## src/rtl/pwr_seq_ctrl.sv

```systemverilog
module pwr_seq_ctrl #(
  parameter int POR_MS     = 10,
  parameter int HOLD_MS    = 125,
  parameter int GAP_MAX_MS = 50,
  parameter int GAP_W      = 6
) (
  input  logic             clk,
  input  logic             rst_n,
  input  logic             tick,
  input  logic             uvlo_ok,
  input  logic [1:0]       hw_en,
  input  logic [1:0]       sw_en,
  input  logic [1:0]       seq_mode,
  input  logic [GAP_W-1:0] gap_ms,
  input  logic [1:0]       ramp_sel,
  input  logic             hold_mode,
  input  logic [1:0]       pg_in,
  output logic [1:0]       start_req,
  output logic [1:0]       ramp_on,
  output logic             pgood_pull_dn
);
  localparam int WAIT_T = 2 * POR_MS;
  localparam int HOLD_T = 2 * HOLD_MS;
  localparam int GAP_T  = 2 * GAP_MAX_MS;
  localparam int WW = $clog2(WAIT_T + 1);
  localparam int HW = $clog2(HOLD_T + 1);
  localparam int GW = $clog2(GAP_T + 1);

  logic [1:0]    en;
  logic          ready, first, lead_ok, gap_done, all_good, sup;
  logic [WW-1:0] wait_cnt;
  logic [GW-1:0] gap_cnt, gap_tgt;
  logic [HW-1:0] hold_cnt;
  logic [4:0]    ramp_len;
  logic [4:0]    rcnt [2];
  logic [1:0]    go;

  assign en       = hw_en & sw_en;
  assign ready    = uvlo_ok && (wait_cnt == WW'(WAIT_T));
  assign first    = (seq_mode == 2'b10);
  assign gap_tgt  = (int'(gap_ms) > GAP_MAX_MS) ? GW'(GAP_T) : GW'({gap_ms, 1'b0});
  assign lead_ok  = start_req[first] && pg_in[first];
  assign gap_done = lead_ok && (gap_cnt >= gap_tgt);
  assign all_good = ready && (en != 2'b00) && ((pg_in | ~en) == 2'b11);

  always_comb begin
    case (ramp_sel)
      2'd0:    ramp_len = 5'd1;
      2'd1:    ramp_len = 5'd2;
      2'd2:    ramp_len = 5'd8;
      default: ramp_len = 5'd16;
    endcase
  end

  always_comb begin
    case (seq_mode)
      2'b01:   go = {ready & en[1] & gap_done, ready & en[0]};
      2'b10:   go = {ready & en[1], ready & en[0] & gap_done};
      2'b11:   go = {2{ready & en[0] & en[1]}};
      default: go = {2{ready}} & en;
    endcase
  end

  always_ff @(posedge clk or negedge rst_n) begin
    if (!rst_n) begin
      wait_cnt  <= '0;
      gap_cnt   <= '0;
      hold_cnt  <= '0;
      start_req <= '0;
    end else begin
      start_req <= go;
      if (!uvlo_ok) wait_cnt <= '0;
      else if (tick && wait_cnt < WW'(WAIT_T)) wait_cnt <= wait_cnt + 1'b1;
      if (!lead_ok) gap_cnt <= '0;
      else if (tick && gap_cnt < gap_tgt) gap_cnt <= gap_cnt + 1'b1;
      if (!all_good) hold_cnt <= '0;
      else if (tick && hold_cnt < HW'(HOLD_T)) hold_cnt <= hold_cnt + 1'b1;
    end
  end

  for (genvar i = 0; i < 2; i++) begin : g_ramp
    always_ff @(posedge clk or negedge rst_n) begin
      if (!rst_n) rcnt[i] <= '0;
      else if (!start_req[i]) rcnt[i] <= '0;
      else if (tick && rcnt[i] < ramp_len) rcnt[i] <= rcnt[i] + 1'b1;
    end
    assign ramp_on[i] = start_req[i] && (rcnt[i] < ramp_len);
  end

  assign sup           = hold_mode ? (all_good && hold_cnt == HW'(HOLD_T)) : all_good;
  assign pgood_pull_dn = ~sup;

  p_lockout_r1: assert property (@(posedge clk) disable iff (!rst_n)
    !uvlo_ok |=> (start_req == 2'b00));
  p_drop_en_r2: assert property (@(posedge clk) disable iff (!rst_n)
    (en[0] == 1'b0) |=> !start_req[0]);
  p_order_r3: assert property (@(posedge clk) disable iff (!rst_n)
    ($rose(start_req[1]) && $past(seq_mode) == 2'b01) |-> $past(pg_in[0] && start_req[0]));
  p_order_r4: assert property (@(posedge clk) disable iff (!rst_n)
    ($rose(start_req[0]) && $past(seq_mode) == 2'b10) |-> $past(pg_in[1] && start_req[1]));
  p_ramp_r8: assert property (@(posedge clk) disable iff (!rst_n)
    $rose(start_req[0]) |-> ramp_on[0]);
  p_now_r9: assert property (@(posedge clk) disable iff (!rst_n)
    (!hold_mode && ready && en == 2'b11 && pg_in == 2'b11) |-> !pgood_pull_dn);
  p_break_r10: assert property (@(posedge clk) disable iff (!rst_n)
    (hold_mode && $past(hold_mode) && $past(!all_good)) |-> pgood_pull_dn);
endmodule

```

## config.mk

```make
export PLATFORM = sky130hd
export DESIGN_NAME = pwr_seq_ctrl
export DESIGN_NICKNAME = d
export VERILOG_FILES = /design/src/rtl/pwr_seq_ctrl.sv
export SDC_FILE = /design/constraint.sdc
export NUM_CORES = 1
export LEC_CHECK = 0
export ABC_CLOCK_PERIOD_IN_PS = 4450
export BUFFER_PORTS_ARGS = -buffer_cell sky130_fd_sc_hd__buf_4
export CAP_MARGIN = 15
export CORE_MARGIN = 2
export CORE_UTILIZATION = 28
export CTS_CLUSTER_SIZE = 25
export DETAILED_ROUTE_END_ITERATION = 10
export GPL_TIMING_DRIVEN = 0
export SLEW_MARGIN = 20
export SYNTH_ARGS = -nofsm -noshare
export SYNTH_HDL_FRONTEND = slang
export SYNTH_SLANG_ARGS = --single-unit
export TNS_END_PERCENT = 1
```

## constraint.sdc

```tcl
create_clock -name clk -period 4.45 [get_ports clk]
set_input_delay 0.89 -clock clk [delete_from_list [all_inputs] [get_ports clk]]
set_output_delay 0.89 -clock clk [all_outputs]
set_load 0.005 [all_outputs]
```

## Word level (Yosys, flattened, before mapping)

Index checks and enable logic that the tools add are counted.

- Add/sub/neg operators: 5
- Multiply operators: 0
- Div/mod/pow operators: 0
- Order comparisons: 8
- Eq/ne operators: 13
- Shifts and indexed selects: 0
- Mux-type cells: 18
- Bitwise operators: 10
- Reductions and logical operators: 15

Operators by type and width:

| kind | count |
|---|---|
| $mux 5 | 6 |
| $mux 7 | 3 |
| $mux 8 | 2 |
| $add 5x1->5 const B | 3 |
| $pmux 5 s3 | 1 |
| $logic_and 1x1->1 | 13 |
| $lt 5x5->1 | 2 |
| $ne 2x1->1 const B | 5 |
| $add 8x1->8 const B | 1 |
| $eq 2x2->1 const B | 4 |
| $eq 8x8->1 const B | 1 |
| $lt 8x8->1 const B | 1 |
| $add 7x1->7 const B | 1 |
| $ge 7x7->1 | 1 |
| $lt 7x7->1 | 1 |
| $gt 6x6->1 const B | 1 |
| $pmux 2 s3 | 1 |
| $and 1x1->1 | 5 |
| $eq 5x5->1 const B | 1 |
| $lt 5x5->1 const B | 1 |
| $mux 1 | 5 |
| $and 2x2->2 | 2 |
| $eq 2x1->1 const B | 2 |
| $logic_not 2->1 | 1 |
| 5 further kinds | 5 |

- Register bits after elaboration: 32
- Bits in latches: 0
- Memory bits (writable): 0
- Memory bits (read-only): 0
- Bits of input ports: 21
- Output and inout port bits: 5
- Logic and storage cells: 75
- Memories: 0

## Logic depth before layout (Yosys ltp)

- Word-level depth: 8
- Depth in mapped cells: 9
- Depth with buffers taken out: 9

## Worst setup path after synthesis

Ideal clock, no wire load.

- Path type: input to output
- Start: in ramp_sel[0]
- End: out ramp_on[1]
- Data arrival time: 1.928 ns
- Required time: 3.560 ns
- Setup slack: 1.632 ns
- Stages on the path: 5
- Path buffers: 0
- Path through: nand2b_1 -> ha_1 -> o21a_1 -> o21a_1 -> nor4b_1

- Word-level cells in the longest chain between the ends: 4

RTL lines:

| element | line | source |
|---|---|---|
| start, declared | 15 | `input logic [1:0] ramp_sel,` |
| $eq 2x2->1 (tied with other cells) | 47 | `case (ramp_sel)` |
| $pmux 5 s3 (*) | 47 |  |
| $lt 5x5->1 (*) | 87 | `assign ramp_on[i] = start_req[i] && (rcnt[i] < ramp_len);` |
| $logic_and 1x1->1 (*) | 87 |  |
| end, declared | 19 | `output logic [1:0] ramp_on,` |

Mark *: on every way between the ends. The rest lies on a longest branch, timed or not.

## Worst setup path in the final report

Ends and elaborated chain as after synthesis.

==> out/qor.tcl <==
set qor(die_extent_in_x_um) 89.84
set qor(synth_edf_count) 0
set qor(synth.ff_latch_count) 32
set qor(delay_of_the_slowest_cell_on_the_worst_path_ns) 0.30
set qor(first_global_vias) 1690
set qor(drt_first_pass_iters) 4
set qor(drv_cap) 0
set qor(fin_setup_tns_ns) 0
set qor(num_vias) 1759
set qor(initial_util_pct) 28.75
set qor(tritoncts_sinks) 32
set qor(postPlaceCellArea_um2) 2367
set qor(reg2reg_from) {rcnt[3]$_DFFE_PN0P_}
set qor(final-hold-violation-count) 0
set qor(io_buffer_count) 24
set qor(setup-violations-final) 0
set qor(timing.max_slew.rel_slack_pct) 47.92
set qor(worstSetupStartpointType) {input port}
set qor(outcome) {finished clean}
set qor(r2r-end) {rcnt[3]$_DFFE_PN0P_}
set qor(top_cell_type_by_total_area_after_synthesis) {sky130_fd_sc_hd__dfrtp_1}
set qor(crit_path_cell_trace) {buf_4 > nand2b_1 > ha_1 > o21a_1 > o21a_1 > nor4b_1 > buf_4}
set qor(cts_post_setup_buffers_inserted) 0
set qor(syn_inst) 228
set qor(post_cts_hold_buffer_count) 0
set qor(die_footprint_um2) 8071
set qor(fin_skew_ns) 0.009114
set qor(worst_hold_path.num_cells) 1
set qor(synth_flop_cell) {sky130_fd_sc_hd__dfrtp_1}
set qor(area_delta_synth_final_pct) 19.22
set qor(drt.antenna.violating_nets) 0
set qor(vdd_drop_max_mv) 0.08146
set qor(r2r_setup_slack_ns) 2.34
set qor(hold_path.class) {flop to flop}
set qor(timing.critical_path.to_type) {output port}
set qor(cp.required_ns) 3.56
set qor(fin_total_pwr_mw) 0.5818
set qor(power_leakage_nw) 1.067
set qor(met2_wirelength_um) 1832
set qor(route.detailed.wl_per_inst_um) 11.76
set qor(rows) 31
set qor(htree_levels) 2
set qor(yosysWarningCount) 0
set qor(hp-start) {hold_cnt[4]$_DFFE_PN0P_}
set qor(worst_path_max_delay_cell) {sky130_fd_sc_hd__ha_1}
set qor(holdWs_ns) 0.5217
set qor(grt_first_pass_wirelength_um) 7603
set qor(root_buffer) {sky130_fd_sc_hd__clkbuf_8}
set qor(clock_tree_from_tritoncts) {built}
set qor(clk_pin_slew_ns) 0.06
set qor(final_cycle_share_pct) 70.29
set qor(timing_max_transition_violations_final) 0
set qor(gr-total-overflow) 0
set qor(fin_area_um2) 2460
set qor(num-nets-final) 299
set qor(slew_at_the_pin_closest_to_its_max_slew_limit_ns) 0.7776
set qor(post-route-drc-count) 0
set qor(synthDominantCellAreaShare_pct) 38.81
set qor(antenna_cells) 0
set qor(detailroute.wirelength.met3_um) 212
set qor(route.final.wire_length_um) 4223
set qor(ctsLongestPathBuffers) 2
set qor(numCtsBuffers) 5
set qor(hold_path_end) {hold_cnt[4]$_DFFE_PN0P_}
set qor(fmaxAchievable_mhz) 319.7
set qor(route.detailed.vias_per_inst) 4.900
set qor(dpl.hpwl_um) 3270
set qor(register_area_um2) 800.8
set qor(cp.arrival_ns) 2.24
set qor(post_synth_num_cell_types) 41
set qor(final_period_minus_worst_setup_slack_ns) 3.128
set qor(grt_start_max_net_pins) 33
set qor(topRoutingLayerUsed) {met4}
set qor(worst-r2r-cell-count) 6
set qor(portion_of_the_post_synthesis_area_used_by_sequential_elements_pct) 38.81
set qor(detail_route.wirelength.met1_um) 2144
set qor(placeableCoreArea_um2) 7176
set qor(dr.first_iter.drc_count) 67
set qor(final_replace_weighted_congestion) 0.7826
set qor(post_route_cells_drive_above_1_share_pct) 13.08
set qor(postSynth.asyncResetShare_pct) 100.0
set qor(cts_resized) 0
set qor(crit_path_max_fanout) 5
set qor(synth.top_cells.by_area) {sky130_fd_sc_hd__dfrtp_1, sky130_fd_sc_hd__ha_1, sky130_fd_sc_hd__nand2_1, sky130_fd_sc_hd__nor2_1, sky130_fd_sc_hd__o21ai_0}
set qor(rsz0062_at_grt) {no}
set qor(final.fill_count) 740
set qor(track_usage_pct) 11.38
set qor(area_used_by_multi_input_combinational_logic_um2) 1217
set qor(clock_latency_ns) 0.28
set qor(antenna_found_initial) 0
set qor(synthesis.area_per_instance_um2) 9.049
set qor(syn_area_um2) 2063
set qor(pwr_density_cell_nw_per_um2) 236.5
set qor(chipHeight_um) 89.84
set qor(synth.net_count) 268
set qor(critPathKind) {input port to output port}
set qor(ios) 26
-- flip-flops by register name (all words and copies together) (netlist names) --
| name | count |
|---|---|
| hold_cnt | 8 |
| start_req | 2 |
| wait_cnt | 5 |
| rcnt | 10 |
| gap_cnt | 7 |
-- layout make-up --
class,instances,share of cell area (%)
buffer,3,0.4578
clock buffer,6,3.357
clock inverter,2,0.4069
inverter,9,1.373
multi-input combinational,184,49.49
sequential,32,32.55
tap,99,5.036
timing repair buffer,24,7.325
-- synth_stat cells, types with 2 or more instances --
cell type / count
sky130_fd_sc_hd__nor2b_1: 3
sky130_fd_sc_hd__a41oi_1: 2
sky130_fd_sc_hd__xnor2_1: 5
sky130_fd_sc_hd__a31oi_1: 6
sky130_fd_sc_hd__a21boi_1: 2
sky130_fd_sc_hd__nor4b_1: 2
sky130_fd_sc_hd__nand2b_1: 5
sky130_fd_sc_hd__or3_1: 6
sky130_fd_sc_hd__inv_1: 9
sky130_fd_sc_hd__o21a_1: 4
sky130_fd_sc_hd__nand4b_1: 2
sky130_fd_sc_hd__nand3b_1: 2
sky130_fd_sc_hd__clkbuf_1: 3
sky130_fd_sc_hd__a21boi_0: 5
sky130_fd_sc_hd__nor2_1: 21
sky130_fd_sc_hd__o21ai_0: 14
sky130_fd_sc_hd__xor2_1: 7
sky130_fd_sc_hd__and2_1: 5
sky130_fd_sc_hd__nand3_1: 12
sky130_fd_sc_hd__nor3_1: 5
sky130_fd_sc_hd__a21o_1: 2
sky130_fd_sc_hd__ha_1: 19
sky130_fd_sc_hd__and3_1: 2
sky130_fd_sc_hd__and4b_1: 2
sky130_fd_sc_hd__nand2_1: 23
sky130_fd_sc_hd__nand4_1: 5
sky130_fd_sc_hd__a21oi_1: 8
sky130_fd_sc_hd__dfrtp_1: 32
sky130_fd_sc_hd__mux2i_1: 3
-- report_power, final --
group,leakage [nW],internal (mW),switching [mW]
Combinational,0.570,0.0254,0.0317
Clock,0.0510,0.123,0.107
Sequential,0.446,0.293,0.00213
Total,1.07,0.441,0.141
-- through the flow --
step           instances  util [%]  setup slack, ns
2_1_floorplan        228         -            1.632
3_3_place_gp         351     32.99            1.332
3_5_place_dp         351     32.99            1.339
4_1_cts              359     34.28            1.327
5_1_grt              359     34.28            1.221
6_report             359     34.28            1.322
-- worst max-delay path by stage --
stage | to | slack [ns] | from
3_3_place_gp | ramp_on[1] | 1.33 | ramp_sel[0]
4_1_cts | ramp_on[1] | 1.33 | ramp_sel[0]
2_1_floorplan | ramp_on[1] | 1.63 | ramp_sel[0]
6_report | ramp_on[1] | 1.32 | ramp_sel[0]
5_1_grt | ramp_on[1] | 1.22 | ramp_sel[0]
3_5_place_dp | ramp_on[1] | 1.34 | ramp_sel[0]
-- placed cells by master (no fill, tap or decap), types with 3 or more instances in the layout --
| cell | instances |
|---|---|
| sky130_fd_sc_hd__dfrtp_1 | 32 |
| sky130_fd_sc_hd__buf_4 | 24 |
| sky130_fd_sc_hd__nand2_1 | 23 |
| sky130_fd_sc_hd__nor2_1 | 21 |
| sky130_fd_sc_hd__ha_1 | 19 |
| sky130_fd_sc_hd__o21ai_0 | 14 |
| sky130_fd_sc_hd__nand3_1 | 12 |
| sky130_fd_sc_hd__inv_1 | 9 |
| sky130_fd_sc_hd__a21oi_1 | 8 |
| sky130_fd_sc_hd__xor2_1 | 7 |
| sky130_fd_sc_hd__a31oi_1 | 6 |
| sky130_fd_sc_hd__or3_1 | 6 |
| sky130_fd_sc_hd__clkbuf_8 | 6 |
| sky130_fd_sc_hd__nand2b_1 | 5 |
| sky130_fd_sc_hd__nand4_1 | 5 |
| sky130_fd_sc_hd__nor3_1 | 5 |
| sky130_fd_sc_hd__a21boi_0 | 5 |
| sky130_fd_sc_hd__and2_1 | 5 |
| sky130_fd_sc_hd__xnor2_1 | 5 |
| sky130_fd_sc_hd__o21a_1 | 4 |
| sky130_fd_sc_hd__nor2b_1 | 3 |
| sky130_fd_sc_hd__clkbuf_1 | 3 |
| sky130_fd_sc_hd__mux2i_1 | 3 |
-- critical path, delay by kind of cell --
family          cells  cell delay (ns)
fa+ha+maj           1             0.30
buf+inv             2             0.29
simple gates        2             0.45
compound gates      2             0.30
-- cells by family after synthesis --
kind of cell             Yosys count  synth area share [%]
AND/OR/NAND/NOR                  101                 25.96
XOR/XNOR                          12                 5.094
adder cells (fa/ha/maj)           19                 11.52
flip-flops                        32                 38.81
multiplexers                       3                 1.455
buffers and inverters             12                 2.183
AO/OA/AOI/OAI                     49                 14.98
-- per-layer routing --
metal,vias up,global-route usage (%)
met3,5,3.521
met5,-,0
met1,837,15.15
li1,888,-
met4,0,2.692
met2,29,18.18
Power figures use the tool's default switching activity.
